===== config.mk =====
export PLATFORM = sky130hd
export DESIGN_NAME = yuv_split_packer
export DESIGN_NICKNAME = d
export VERILOG_FILES = /design/src/rtl/ysp_pkg.sv /design/src/rtl/ysp_lane_map.sv /design/src/rtl/ysp_word_acc.sv /design/src/rtl/ysp_hold.sv /design/src/rtl/yuv_split_packer.sv
export SDC_FILE = /design/constraint.sdc
export NUM_CORES = 1
export LEC_CHECK = 0
export BUFFER_PORTS_ARGS = -buffer_cell sky130_fd_sc_hd__buf_2
export CORE_MARGIN = 2
export CORE_UTILIZATION = 40
export CTS_CLUSTER_SIZE = 40
export DETAILED_ROUTE_END_ITERATION = 6
export PLACE_DENSITY = 0.63
export SLEW_MARGIN = 10
export SYNTH_ARGS = -nofsm -noshare
export SYNTH_HDL_FRONTEND = slang
export SYNTH_HIERARCHICAL = 1
export SYNTH_SLANG_ARGS = --single-unit

===== constraint.sdc =====
create_clock -name clk -period 4.3 [get_ports clk]
set_clock_uncertainty 0.05 [all_clocks]
set_input_delay 0.43 -clock clk [delete_from_list [all_inputs] [get_ports clk]]
set_output_delay 0.43 -clock clk [all_outputs]
set_load 0.05 [all_outputs]

===== src/rtl/ysp_pkg.sv =====
package ysp_pkg;
  localparam int LANES = 4;

  typedef struct packed {
    logic split;
    logic sub;
    logic swap;
    logic dual;
  } ysp_cfg_t;

  localparam int ACC_N    = 3;
  localparam int ACC_LUMA = 0;
  localparam int ACC_V    = 1;
  localparam int ACC_U    = 2;
endpackage


===== src/rtl/ysp_lane_map.sv =====
// Decodes the position within the 16-sample cycle into the target
// accumulator, its byte lane and whether the sample completes a word.
module ysp_lane_map
  import ysp_pkg::*;
#(
  parameter int CNT_W  = 4,
  parameter int LANE_W = 2
) (
  input  ysp_cfg_t          cfg,
  input  logic [CNT_W-1:0]  pos,
  output logic [ACC_N-1:0]  acc_sel,
  output logic [LANE_W-1:0] lane,
  output logic              done,
  output logic              to_chroma
);
  always_comb begin
    acc_sel   = '0;
    lane      = '0;
    done      = 1'b0;
    to_chroma = 1'b0;
    if (!cfg.split) begin
      // arrival order, everything on the luma/mixed path
      acc_sel[ACC_LUMA] = 1'b1;
      lane              = pos[1:0];
      done              = (pos[1:0] == 2'd3);
    end else if (pos[0]) begin
      // odd positions carry luma
      acc_sel[ACC_LUMA] = 1'b1;
      lane              = pos[2:1];
      done              = (pos[2:0] == 3'd7);
    end else if (!cfg.sub) begin
      // interleaved chroma word, swap picks V-first or U-first pairs
      acc_sel[ACC_V] = 1'b1;
      lane           = cfg.swap ? pos[2:1] : {pos[2], ~pos[1]};
      done           = (pos[2:0] == 3'd6);
      to_chroma      = 1'b1;
    end else begin
      // separate V and U words
      if (pos[1]) acc_sel[ACC_U] = 1'b1;
      else        acc_sel[ACC_V] = 1'b1;
      lane      = pos[3:2];
      done      = (pos[3:2] == 2'd3);
      to_chroma = 1'b1;
    end
  end
endmodule


===== src/rtl/ysp_word_acc.sv =====
// Byte-lane accumulator; "merged" is the stored word with the incoming
// sample already placed in its lane, so a word can complete in one edge.
module ysp_word_acc #(
  parameter int SAMPLE_W = 8,
  parameter int LANES    = 4,
  parameter int LANE_W   = 2
) (
  input  logic                      clk,
  input  logic                      wr,
  input  logic [LANE_W-1:0]         lane,
  input  logic [SAMPLE_W-1:0]       din,
  output logic [SAMPLE_W*LANES-1:0] merged
);
  for (genvar g = 0; g < LANES; g++) begin : g_lane
    logic [SAMPLE_W-1:0] slot_q;
    logic                hit;
    assign hit = (lane == LANE_W'(g));
    always_ff @(posedge clk) begin
      if (wr && hit) slot_q <= din;
    end
    assign merged[g*SAMPLE_W +: SAMPLE_W] = hit ? din : slot_q;
  end
endmodule


===== src/rtl/ysp_hold.sv =====
// One finished word per class; doubles as the output register.
module ysp_hold #(
  parameter int WORD_W = 32
) (
  input  logic              clk,
  input  logic              rst_n,
  input  logic              load,
  input  logic              take,
  input  logic [WORD_W-1:0] din,
  output logic              valid,
  output logic [WORD_W-1:0] dout
);
  always_ff @(posedge clk) begin
    if (!rst_n)    valid <= 1'b0;
    else if (load) valid <= 1'b1;
    else if (take) valid <= 1'b0;
  end

  always_ff @(posedge clk) begin
    if (load) dout <= din;
  end
endmodule


===== src/rtl/yuv_split_packer.sv =====
module yuv_split_packer
  import ysp_pkg::*;
#(
  parameter int SAMPLE_W = 8
) (
  input  logic                      clk,
  input  logic                      rst_n,
  input  logic                      enable,
  input  logic                      cfg_split,
  input  logic                      cfg_subsplit,
  input  logic                      cfg_swap,
  input  logic                      cfg_dual,
  input  logic                      in_valid,
  output logic                      in_ready,
  input  logic [SAMPLE_W-1:0]       in_data,
  output logic                      pri_valid,
  input  logic                      pri_ready,
  output logic [SAMPLE_W*LANES-1:0] pri_data,
  output logic                      sec_valid,
  input  logic                      sec_ready,
  output logic [SAMPLE_W*LANES-1:0] sec_data
);
  localparam int WORD_W = SAMPLE_W * LANES;
  localparam int LANE_W = $clog2(LANES);
  localparam int CNT_W  = LANE_W + 2;   // one full V/U sub-split cycle

  ysp_cfg_t            cfg_q;
  logic [CNT_W-1:0]    pos_q;
  logic                tok_chroma_q;   // single-stream: next word is chroma
  logic                accept;
  logic [ACC_N-1:0]    acc_sel;
  logic [LANE_W-1:0]   lane;
  logic                done;
  logic                to_chroma;
  logic                blocked;
  logic [WORD_W-1:0]   merged [ACC_N];
  logic [WORD_W-1:0]   word_done;
  logic                load_y, load_c;
  logic                take_y, take_c;
  logic                hy_v, hc_v;
  logic [WORD_W-1:0]   hy_d, hc_d;
  logic                single_split, dual_split;
  logic                pri_fire;

  // control capture and sample position
  always_ff @(posedge clk) begin
    if (!rst_n) begin
      cfg_q <= '0;
      pos_q <= '0;
    end else if (!enable) begin
      cfg_q <= '{split: cfg_split, sub: cfg_subsplit, swap: cfg_swap, dual: cfg_dual};
      pos_q <= '0;
    end else if (accept) begin
      pos_q <= pos_q + 1'b1;
    end
  end

  ysp_lane_map #(.CNT_W(CNT_W), .LANE_W(LANE_W)) u_map (
    .cfg       (cfg_q),
    .pos       (pos_q),
    .acc_sel   (acc_sel),
    .lane      (lane),
    .done      (done),
    .to_chroma (to_chroma)
  );

  // back-pressure only from held state, never from output ready
  assign blocked  = done && (to_chroma ? hc_v : hy_v);
  assign in_ready = enable && !blocked;
  assign accept   = in_valid && in_ready;

  for (genvar a = 0; a < ACC_N; a++) begin : g_acc
    ysp_word_acc #(.SAMPLE_W(SAMPLE_W), .LANES(LANES), .LANE_W(LANE_W)) u_acc (
      .clk    (clk),
      .wr     (accept && acc_sel[a]),
      .lane   (lane),
      .din    (in_data),
      .merged (merged[a])
    );
  end

  always_comb begin
    word_done = '0;
    for (int a = 0; a < ACC_N; a++) begin
      if (acc_sel[a]) word_done = word_done | merged[a];
    end
  end

  assign load_y = accept && done && !to_chroma;
  assign load_c = accept && done &&  to_chroma;

  ysp_hold #(.WORD_W(WORD_W)) u_hold_y (
    .clk   (clk),
    .rst_n (rst_n),
    .load  (load_y),
    .take  (take_y),
    .din   (word_done),
    .valid (hy_v),
    .dout  (hy_d)
  );

  ysp_hold #(.WORD_W(WORD_W)) u_hold_c (
    .clk   (clk),
    .rst_n (rst_n),
    .load  (load_c),
    .take  (take_c),
    .din   (word_done),
    .valid (hc_v),
    .dout  (hc_d)
  );

  // output routing
  assign single_split = cfg_q.split && !cfg_q.dual;
  assign dual_split   = cfg_q.split &&  cfg_q.dual;

  always_comb begin
    if (single_split && tok_chroma_q) begin
      pri_valid = hc_v;
      pri_data  = hc_d;
    end else begin
      pri_valid = hy_v;
      pri_data  = hy_d;
    end
  end

  assign sec_valid = dual_split && hc_v;
  assign sec_data  = hc_d;
  assign pri_fire  = pri_valid && pri_ready;

  assign take_y = pri_fire && !(single_split && tok_chroma_q);
  assign take_c = single_split ? (pri_fire && tok_chroma_q) : (sec_valid && sec_ready);

  always_ff @(posedge clk) begin
    if (!rst_n)                          tok_chroma_q <= 1'b1;
    else if (single_split && pri_fire)   tok_chroma_q <= !tok_chroma_q;
    else if (!enable && !hy_v && !hc_v)  tok_chroma_q <= 1'b1;
  end
endmodule


# After elaboration in Yosys (flattened, before gate mapping)
# Cells that the tools add are included.
# word_totals
register_bits	171
out_inout_bits	67
wordCells	120
inputBits	18
# classes
bitwise_logic	3
n_eq_ne	7
muxes	42
n_reduce_logical	45
add_sub_neg	1
# op_table
cell	n
32-bit two-way mux	4
8-bit two-way mux	12
32-bit OR	2
1-bit logical AND	32
1-bit two-way mux	21
2-bit two-way mux	5
2-bit equality test (second input constant)	4
1-bit zero test	8
3-bit equality test (second input constant)	2
2-bit nonzero test	3
4-bit by 1-bit adder with 4-bit output (second input constant)	1
2-bit by 1-bit equality test with 1-bit output (second input constant)	1
2-bit zero test	1
2-bit AND reduction	1
1-bit inverter	1

# Depth between registers and ports, before layout
# Gate-level depths: netlist of run 1.
# depth
ltp_word	12
mapped_depth	8
mapped_depth_nobuf	7

# Modules after synthesis
# The synthesis of run 1 kept the hierarchy.
# modules_own_cells
module	cells_each	seq_area_each_um2	area_each_um2	n_inst
ysp_word_acc	75	960.9	1388.8	3
ysp_hold	35	980.9	1002.2	2
yuv_split_packer	164	180.2	1365.1	1
ysp_lane_map	20	0.0	117.6	1

# Worst setup path before layout of run 1
# No wires, ideal clock.
# synth_timing
path_kind	register -> register
from	register pos_q[0]
to	register u_hold_y.dout[0] (enable)
n_path_buf	0
t_required_ps	3827
synth_period_minus_slack_ps	3217
setup_ps	423
path_slack_ps	1083
stages_incl_launch_ff	7
t_arrival_ps	2744
cell_sequence	dfxtp_1 > nand2b_1 > inv_1 > mux2_4 > a21oi_4 > nand2_1 > nor2_1
# synth_via
elab_cells_between_ends	16
cone_classes	eq/ne: 3; mux: 6; reduce/logical: 7
# synth_rtl
element	line_no	rtl
from (decl)	yuv_split_packer.sv:28	logic [CNT_W-1:0] pos_q;
from (signal assigned)	yuv_split_packer.sv:54	pos_q <= pos_q + 1'b1;
1-bit two-way mux *	ysp_lane_map.sv:26	end else if (pos[0]) begin
1-bit two-way mux *	ysp_lane_map.sv:21	if (!cfg.split) begin
net to_chroma	yuv_split_packer.sv:34	logic to_chroma;
1-bit two-way mux	yuv_split_packer.sv:68	assign blocked = done && (to_chroma ? hc_v : hy_v);
1-bit logical AND	yuv_split_packer.sv:68	
1-bit zero test	yuv_split_packer.sv:69	assign in_ready = enable && !blocked;
1-bit logical AND	yuv_split_packer.sv:69	
1-bit logical AND	yuv_split_packer.sv:70	assign accept = in_valid && in_ready;
1-bit logical AND	yuv_split_packer.sv:89	assign load_y = accept && done && !to_chroma;
1-bit logical AND *	yuv_split_packer.sv:89	
net load_y	yuv_split_packer.sv:38	logic load_y, load_c;
to (signal assigned)	ysp_hold.sv:20	if (load) dout <= din;
to (decl)	ysp_hold.sv:11	output logic [WORD_W-1:0] dout
# Mark *: on every way through the listed nets, which the timed path passes. The rest lies on a longest branch.
# A chain may end at the register's enable or synchronous reset.

# Worst setup path in the final report of run 1
# layout_timing
from	register cfg_q[3] in the netlist's numbering
to	register g_acc[2].u_acc.g_lane[1].slot_q[5] (enable)
# layout_via
elab_chain_cells	8
elab_cells_between_ends	12
cone_classes	eq/ne: 1; mux: 5; reduce/logical: 6
# layout_rtl
element	line_no	rtl
from (decl)	yuv_split_packer.sv:27	ysp_cfg_t cfg_q;
from (signal assigned)	yuv_split_packer.sv:51	cfg_q <= '{split: cfg_split, sub: cfg_subsplit, swap: cfg_swap, dual: cfg_dual};
1-bit two-way mux	ysp_lane_map.sv:21	
net to_chroma	yuv_split_packer.sv:34	
1-bit two-way mux	yuv_split_packer.sv:68	
1-bit logical AND	yuv_split_packer.sv:68	
1-bit zero test	yuv_split_packer.sv:69	
1-bit logical AND	yuv_split_packer.sv:69	
1-bit logical AND	yuv_split_packer.sv:70	
1-bit logical AND	yuv_split_packer.sv:75	.wr (accept && acc_sel[a]),
1-bit logical AND	ysp_word_acc.sv:19	if (wr && hit) slot_q <= din;
to (signal assigned)	ysp_word_acc.sv:19	
to (decl)	ysp_word_acc.sv:15	logic [SAMPLE_W-1:0] slot_q;
# The timed path passes the listed nets, and every way through them passes these cells.

==> results.toml, run 1 <==
[synthesis]
syn-cell-area_um2 = 7650
synthesis.nets = 498
yosys_warnings = 6
synth_cell_type_count = 39
synth_cells = 479
ys_seq_area_share_pct = 65.7
synth_area_per_cell_um2 = 16.0
ys_ff_latch = 171

[sta]
final_max_slew_viol_count = 0
tightest_slew_ps = 868
setup_viol = 0
hold_slack_ps = 205
finalCriticalPeriod_ps = 3280
rsz0062_at_grt = "no"
finalHoldViolCount = 0
timing.fmax_ghz = 0.305
period_share_pct = 76.2
finalSetupTns_ps = 0
slew_headroom_pct = 42.1

[critical_path]
critPathLaunchType = "register"
required_ps = 4310
timing.rr.start = "cfg_q[3]$_SDFFE_PN0N_"
crit_end = "g_acc[2].u_acc/g_lane[1].slot_q[5]$_DFFE_PP_"
critPathMaxFanout = 33
crit_path_max_incr_delay_ps = 720
reg2reg_depth = 6
reg2reg_to = "g_acc[2].u_acc/g_lane[1].slot_q[5]$_DFFE_PP_"
worst_path_most_repeated_cell = "inv_1"
path_cells = "nand2b_1 > inv_1 > and3_2 > and2_2 > inv_1 > nor2_1"
r2r_slack_ps = 1020
path_class = "register to register"
crit_path_start = "cfg_q[3]$_SDFFE_PN0N_"
slowest_stage = "and3_2"
worstPathArrival_ps = 3280
worstSetupEndpointType = "register"

[floorplanning]
fp-row-count = 50
ios = 85
dieArea_um2 = 20300
start_util_pct = 40.8
fp.dieW_um = 142
die_h_um = 142
core-area_um2 = 18800

[clock_network]
hold_buffers = 0
htreeDepth = 4
numCtsBuffers = 17
clk_root_buffer_cell = "clkbuf_16"
path_clk_slew_ps = 60
clk_latency_ps = 420
max-clock-path-buffers = 2
cts_resized = 0
clock_sinks = 171
cts_tree = "yes"
post-cts-setup-buffers = 0

[global_route]
grt_max_degree = 37
antenna_found_initial = 0
grt_pass1_vias = 4555
overflow = 0
grt_usage_pct = 16.5
grt_pass1_wl_um = 25100

[drt]
via_count = 4438
drt_iter0_drc = 436
ant_nets = 0
wl_per_cell_um = 19.8
firstDrtPassIters = 6
wl_um = 16100
via_per_inst = 5.45
drcViolationCount = 0

[finish]
fin_cells = 814
fin_nets = 587
final_cell_mix = "160 x edfxtp_1, 129 x mux2_2, 84 x buf_2"
final_common_cell = "edfxtp_1"
synthToLayoutAreaGrowth_pct = 15.7
drive_above_1_share_pct = 46.6
diodes = 0

[run]
cap_violations = 0

[worst_hold_path]
holdCritPathClass = "input pin to register"
whs_path_depth = 2

[status]
outcome = "finished, final reports clean"

[placement]
placed_cells = 783
hpwl_um = 9930
place_congestion = 0.787
io_buffers = 84

[pwr]
power.leakage_nw = 3.17
powerDensity_nw_per_um2 = 404
ir_drop_mv = 0.267
==> critical path, delay by kind of cell, from the launching register on <==
family,cells,cell delay (ps)
buffers and inverters,2,410
flip-flops,1,540
AND/OR/NAND/NOR,4,1900
==> state kept, by name (all words and copies together) (netlist names) <==
signal and flops:
cfg_q 4, u_hold_y/valid 1, tok_chroma_q 1, pos_q 4
u_hold_y/dout 32, g_acc.u_acc/g_lane.slot_q 96, u_hold_c/valid 1, u_hold_c/dout 32
==> layer usage <==
layer | share of wire [%] | GRT usage [%] | vias up
li1 | - | - | 2058
met1 | 45 | 21.6 | 2234
met2 | 48 | 27.1 | 133
met3 | 5.5 | 4.24 | 13
met4 | 0.97 | 5.00 | 0
met5 | 0 | 0 | -
==> synth_stat cells <==
cell,instances,share of area (%)
a21boi_0,1,0.098
a21oi_1,3,0.20
a21oi_4,1,0.21
a222oi_1,32,4.2
a31oi_1,2,0.16
and2_2,3,0.29
and3_1,2,0.16
and3_2,2,0.20
buf_2,5,0.33
buf_6,6,0.88
clkbuf_1,12,0.59
dfxtp_1,11,2.9
edfxtp_1,160,63
ha_1,1,0.16
inv_1,36,1.8
mux2_2,129,19
mux2_4,1,0.20
mux2i_1,6,0.78
nand2_1,7,0.34
nand2_2,3,0.25
nand2b_1,10,0.82
nand3_1,3,0.20
nand3b_1,2,0.20
nand4_2,1,0.16
nand4b_1,1,0.11
nor2_1,15,0.74
nor2_2,3,0.25
nor2b_1,4,0.33
nor2b_4,2,0.36
nor3_1,3,0.20
o2111ai_1,1,0.11
o21a_1,2,0.20
o21ai_0,1,0.065
o22ai_1,1,0.082
o2bb2ai_1,1,0.11
o31ai_1,1,0.098
or2_2,1,0.082
or3b_1,2,0.23
xnor2_1,2,0.23
==> power breakdown <==
part	total, mW	internal, mW	switching [mW]
logic	0.304	0.120	0.184
clock network	1.43	0.797	0.631
registers	1.84	1.84	0.00670
==> layout make-up <==
type / count / area (um^2)
Timing Repair Buffer: 93 / 488
Fill cell: 1646 / 9910
Inverter: 36 / 135
Clock inverter: 13 / 119
Clock buffer: 18 / 429
Tap cell: 234 / 293
Multi-Input combinational cell: 249 / 2370
Sequential cell: 171 / 5020
==> per-stage QoR <==
step	util, %	total power, mW	instance area [um^2]	setup WS [ps]
after floorplan	-	2.10	7650	1080
after global placement	44.3	2.18	8310	1220
after detailed placement	44.3	2.18	8310	1100
after CTS	47.2	3.61	8860	1070
after global routing	47.2	3.70	8860	838
final	47.2	3.58	8860	1020
==> worst min path at each step <==
stage	start	end	slack [ps]
after floorplan	tok_chroma_q$_SDFFE_PN1P_	tok_chroma_q$_SDFFE_PN1P_	390
after global placement	tok_chroma_q$_SDFFE_PN1P_	tok_chroma_q$_SDFFE_PN1P_	410
after detailed placement	tok_chroma_q$_SDFFE_PN1P_	tok_chroma_q$_SDFFE_PN1P_	440
after CTS	rst_n	tok_chroma_q$_SDFFE_PN1P_	190
after global routing	cfg_split	cfg_q[3]$_SDFFE_PN0N_	220
final	rst_n	tok_chroma_q$_SDFFE_PN1P_	210
==> cells by family after synthesis <==
group | after synthesis | share of synthesized area (%)
flops | 171 | 65.7
fa+ha+maj | 1 | 0.163
buf+inv | 59 | 3.56
mux | 136 | 20.0
xor+xnor | 2 | 0.229
compound gates | 46 | 5.53
simple gates | 64 | 4.90
Power figures use the tool's default switching activity.
==> run 2: changes to the inputs <==
--- a/config.mk
+++ b/config.mk
@@ -5,6 +5,7 @@
 export SDC_FILE = /design/constraint.sdc
 export NUM_CORES = 1
 export LEC_CHECK = 0
+export ABC_AREA = 1
 export BUFFER_PORTS_ARGS = -buffer_cell sky130_fd_sc_hd__buf_2
 export CORE_MARGIN = 2
 export CORE_UTILIZATION = 40
==> constraint.sdc (replaced) <==
create_clock -name clk -period 3.3 [get_ports clk]
set_clock_uncertainty 0.05 [all_clocks]
set_input_delay 0.33 -clock clk [delete_from_list [all_inputs] [get_ports clk]]
set_output_delay 0.33 -clock clk [all_outputs]
set_load 0.05 [all_outputs]
==> results.toml, run 2 <==
[status]
outcome = "finished, final reports clean"

[critical_path]
cp_num_buf_inv = 2
crit_family = "simple AND/OR/NAND/NOR gates"
required_ps = 3310
slowest_stage = "dfxtp_1"
path_class = "register to register"
r2r_slack_ps = 670
crit_path_max_incr_delay_ps = 520
path_cells = "inv_1 > o21ai_0 > nand2_2 > inv_1 > nand2_2 > nor2_1"
critPathLaunchType = "register"
worstPathArrival_ps = 2640
worstSetupEndpointType = "register"
critPathMaxFanout = 23

[synthesis]
synth_cells = 875
synthesis.nets = 894
syn-cell-area_um2 = 8130
synth_common_cells = "417 x nand2_1, 160 x edfxtp_1, 110 x nand3_1, 38 x inv_1, 29 x nor2_1"
synth_top_cell_by_area = "edfxtp_1"
ys_seq_area_share_pct = 61.8
synth_edf_count = 160
synth_async_sr_flop_share_pct = 0
ys_ff_latch = 171
synth_area_leaders = "edfxtp_1 59%, nand2_1 19%, nand3_1 6.8%"
synth_cell_type_count = 24
synth_most_common_cell = "nand2_1"
synth_area_per_cell_um2 = 9.29
synth_top_flop_cell = "edfxtp_1"
netlist.area_leader.share_pct = 59.1
yosys_warnings = 6

[pwr]
ir_drop_mv = 0.342
swShare_pct = 24.0
p_switching_mw = 1.17
seq_power_share_pct = 49.4
powerDensity_nw_per_um2 = 523
pwr-share-clk_pct = 39.8
p_int_mw = 3.71
combPwrFrac_pct = 10.8
total_power_mw = 4.88
power.leakage_nw = 3.93

[floorplanning]
die_h_um = 147
core-area_um2 = 20100
start_util_pct = 40.4
dieArea_um2 = 21500
fp.dieW_um = 147
fp-row-count = 52
ios = 85

[finish]
fin_nets = 977
drive_above_1_share_pct = 16.9
final_cell_mix = "415 x nand2_1, 160 x edfxtp_1, 110 x nand3_1"
largest_reg_flops = 96
largest_register = "g_acc.u_acc/g_lane.slot_q"
diodes = 0
final_common_cell = "nand2_1"
synthToLayoutAreaGrowth_pct = 14.9
top_regs = "g_acc.u_acc/g_lane.slot_q (96), u_hold_c/dout (32), u_hold_y/dout (32)"

[sta]
hold_slack_ps = 96.3
slew_headroom_pct = 57.5
finalCriticalPeriod_ps = 2630
finalHoldViolCount = 0
setup_viol = 0
period_share_pct = 79.8
final_max_slew_viol_count = 0
rsz0062_at_grt = "no"
tightest_slew_ps = 634
timing.fmax_ghz = 0.380

[drt]
drcViolationCount = 0
wl_um = 19200
firstDrtPassIters = 5
drt_iter0_drc = 595
via_count = 6209
via_per_inst = 5.00
wl_per_cell_um = 15.5
ant_nets = 0

[run]
cap_violations = 0

[clock_network]
path_clk_slew_ps = 60
numCtsBuffers = 17
clk_root_buffer_cell = "clkbuf_16"
max-clock-path-buffers = 2
hold_buffers = 0
clk_latency_ps = 430
cts_resized = 0
htreeDepth = 4
clock_sinks = 171
post-cts-setup-buffers = 0
cts_tree = "yes"

[global_route]
grt_usage_pct = 18.2
grt_pass1_vias = 5517
antenna_found_initial = 1
grt_max_degree = 36
overflow = 0
grt_pass1_wl_um = 30400

[worst_hold_path]
holdCritPathClass = "input pin to register"

[placement]
io_buffers = 84
hpwl_um = 12500
place_congestion = 0.826
==> run 2: cell types whose count changed after synthesis, moves of 7 or more <==
cell | before | now
buf_4 | 0 | 9
a222oi_1 | 32 | 0
nand2_1 | 7 | 417
buf_6 | 6 | 13
o21ai_0 | 1 | 21
o21ai_1 | 0 | 9
nand2b_1 | 10 | 0
nor2_1 | 15 | 29
nand2_2 | 3 | 14
mux2_2 | 129 | 0
nand3_1 | 3 | 110
==> run 2: cell type report <==
type,count,area (um^2)
Fill cell,1878,10800
Sequential cell,171,5020
Multi-Input combinational cell,626,2690
Timing Repair Buffer,102,556
Clock buffer,25,495
Tap cell,270,338
Inverter,40,150
Clock inverter,7,87.6
==> run 2: stage by stage <==
step / util [%] / cell area [um^2] / std cells / setup TNS, ps / worst slack [ps]
floorplan: - / 8130 / 875 / -35700 / -547
global placement: 43.6 / 8760 / 1209 / 0 / 772
detailed placement: 43.6 / 8760 / 1209 / 0 / 722
CTS: 46.5 / 9340 / 1241 / 0 / 711
global route: 46.5 / 9340 / 1241 / 0 / 423
finish: 46.5 / 9340 / 1241 / 0 / 667
==> run 2: worst register-to-register path, stage by stage (launching register included) <==
cell and delay [ps]:
dfxtp_1 520, inv_1 100, o21ai_0 210, nand2_2 360
inv_1 350, nand2_2 170, nor2_1 510
==> run 2: kinds of logic after synthesis <==
group	share of synthesized area, %
fa+ha+maj	0.154
compound gates	2.60
simple gates	30.1
flops	61.8
buf+inv	5.36
==> run 2: worst paths after layout <==
check                                                 start                                            to  cells past startpoint
worst max-delay path                  cfg_q[3]$_SDFFE_PN0N_  g_acc[2].u_acc/g_lane[2].slot_q[4]$_DFFE_PP_                      6
worst min-delay path                                  rst_n                     tok_chroma_q$_SDFFE_PN1P_                      2
worst max register to register        cfg_q[3]$_SDFFE_PN0N_  g_acc[2].u_acc/g_lane[2].slot_q[4]$_DFFE_PP_                      6
worst min register to register  u_hold_y/valid$_SDFFE_PN0P_                   u_hold_y/valid$_SDFFE_PN0P_                      2
==> run 2: power by group through the flow <==
| stage | sequential [mW] | clock, mW | combinational (mW) |
|---|---|---|---|
| floorplan | 2.45 | 0 | 0.383 |
| detailed placement | 2.46 | 0 | 0.523 |
| global placement | 2.46 | 0 | 0.518 |
| finish | 2.41 | 1.94 | 0.528 |
| global route | 2.41 | 2.07 | 0.583 |
| CTS | 2.41 | 1.98 | 0.525 |
==> run 2: routing by layer <==
metal | vias up | GRT usage [%] | routed length, um
met5 | - | 0 | 11
met4 | 2 | 6.07 | 323
met3 | 27 | 3.44 | 1230
met2 | 243 | 28.6 | 8920
met1 | 2867 | 25.7 | 8770
li1 | 3070 | - | -
==> run 3: changes to the inputs <==
--- a/config.mk
+++ b/config.mk
@@ -11,7 +11,7 @@
 export CORE_UTILIZATION = 40
 export CTS_CLUSTER_SIZE = 40
 export DETAILED_ROUTE_END_ITERATION = 6
-export PLACE_DENSITY = 0.63
+export PLACE_DENSITY = 0.65
 export SLEW_MARGIN = 10
 export SYNTH_ARGS = -nofsm -noshare
 export SYNTH_HDL_FRONTEND = slang
==> constraint.sdc (replaced) <==
create_clock -name clk -period 2.15 [get_ports clk]
set_clock_uncertainty 0.05 [all_clocks]
set_input_delay 0.215 -clock clk [delete_from_list [all_inputs] [get_ports clk]]
set_output_delay 0.215 -clock clk [all_outputs]
set_load 0.05 [all_outputs]
==> results.toml, run 3 (synthesis gave the netlist of run 2 again) <==
[status]
outcome = "finished, final reports clean"

[sta]
finalCriticalPeriod_ps = 2050
final_max_slew_viol_count = 0
tightest_slew_ps = 583
timing.fmax_ghz = 0.487
period_share_pct = 95.4
slew_headroom_pct = 61.1
hold_slack_ps = 42.0
finalHoldViolCount = 0
setup_viol = 0
fin_ws_ps = 98.6

[floorplanning]
core-area_um2 = 20100
ios = 85
dieArea_um2 = 21500
die_h_um = 147
fp-row-count = 52
fp.dieW_um = 147
start_util_pct = 40.4

[clock_network]
path_clk_slew_ps = 60
clock_sinks = 171
numCtsBuffers = 17
clk_root_buffer_cell = "clkbuf_16"
clk_latency_ps = 430
htreeDepth = 4
max-clock-path-buffers = 2
cts_tree = "yes"
post-cts-setup-buffers = 0

[placement]
placed_cells = 1233
place_congestion = 0.801
io_buffers = 84
place_area_um2 = 9040
dp_slack_ps = 43.6
hpwl_um = 12600

[finish]
final.fill_count = 1848
drive_above_1_share_pct = 20.5
fin_cells = 1270
fin_nets = 1006
final_cell_mix = "414 x nand2_1, 160 x edfxtp_1, 110 x nand3_1"
final_common_cell = "nand2_1"
synthToLayoutAreaGrowth_pct = 18.9
fin_area_um2 = 9670
top_regs = "g_acc.u_acc/g_lane.slot_q (96), u_hold_c/dout (32), u_hold_y/dout (32)"
largest_register = "g_acc.u_acc/g_lane.slot_q"
diodes = 0
largest_reg_flops = 96

[critical_path]
worstPathArrival_ps = 2280
required_ps = 2380
critPathMaxFanout = 39
worstSetupEndpointType = "register"
critPathLaunchType = "register"
path_class = "register to register"

[global_route]
grt_pass1_vias = 5887
grt_usage_pct = 18.6
antenna_found_initial = 0
grt_pass1_wl_um = 31400
overflow = 0
grt_max_degree = 38

[worst_hold_path]
holdCritPathClass = "input pin to register"

[drt]
wl_um = 19400
firstDrtPassIters = 5
drt_iter0_drc = 528
ant_nets = 0
wl_per_cell_um = 15.2
drcViolationCount = 0
via_per_inst = 4.92
via_count = 6251

[pwr]
powerDensity_nw_per_um2 = 767
swShare_pct = 25.7
p_int_mw = 5.51
seq_power_share_pct = 49.9
pwr-share-clk_pct = 38.3
p_switching_mw = 1.91
power.leakage_nw = 4.07
total_power_mw = 7.42
ir_drop_mv = 0.422
combPwrFrac_pct = 11.8

[run]
cap_violations = 0
-- run 3: changes by cell type in the layout (fill, tap and decap cells not counted), moves of 4 or more --
cell,before,now
buf_4,18,36
inv_4,0,4
inv_1,38,31
clkinvlp_4,1,6
dfxtp_1,11,6
clkbuf_8,4,0
buf_12,0,5
-- run 3: metal layers --
layer  vias up  wire length, um  track usage [%]
met5         -                0                0
met4         0              369             6.65
met3        28             1330             3.62
met2       236             8390             27.8
met1      2855             9260             27.1
li1       3132                -                -
-- run 3: cell type report --
cell class	instances	area [um^2]	share of cell area, %
well taps	270	338	3.49
repair inverters	2	10.0	0.104
inverters	40	171	1.77
clock buffers	18	429	4.44
repair buffers	129	835	8.63
flip-flops and latches	171	5040	52.1
clock inverters	14	123	1.27
multi-input cells	626	2730	28.2
-- run 3: power by group through the flow --
stage / registers (mW) / logic [mW] / clock network [mW]
finish: 3.70 / 0.876 / 2.84
global route: 3.70 / 0.971 / 3.01
CTS: 3.70 / 0.856 / 2.91
detailed placement: 3.77 / 0.847 / 0
global placement: 3.77 / 0.842 / 0
floorplan: 3.77 / 0.594 / 0
-- run 3: through the flow --
stage	TNS (ps)	utilization [%]
5_1_grt	-80.2	48.1
3_3_place_gp	0	45.0
4_1_cts	0	47.9
2_1_floorplan	-7190	-
6_report	0	48.1
3_5_place_dp	0	45.0
-- run 3: repair_timing --
item,4_1_cts,5_1_grt
hold endpoints to repair,3,0
hold buffers,3,0
gates cloned,0,2
endpoints found under the setup margin,24,154
resized for setup,1,11
-- run 3: path summary, 6_finish.rpt --
check / start / end / slack, ps / cells after the start
worst min-delay path: cfg_subsplit / cfg_q[2]$_SDFFE_PN0N_ / 40 / 3
worst max register to register: pos_q[0]$_SDFFE_PN0N_ / u_hold_y/dout[23]$_DFFE_PP_ / 100 / 12
worst max-delay path: pos_q[0]$_SDFFE_PN0N_ / u_hold_y/dout[23]$_DFFE_PP_ / 100 / 12
worst min register to register: u_hold_y/valid$_SDFFE_PN0P_ / u_hold_y/valid$_SDFFE_PN0P_ / 420 / 2
-- run 3: critical path, stage by stage (launching register included) --
cell and delay, ps:
dfxtp_4 380, inv_4 70, nand2_4 80, nor2_1 120
nand2_1 70, nand2_2 70, buf_12 240, clkinvlp_4 230
nand2_2 200, nand2_1 100, nand2_1 70, nand2_1 60
nand3_1 130
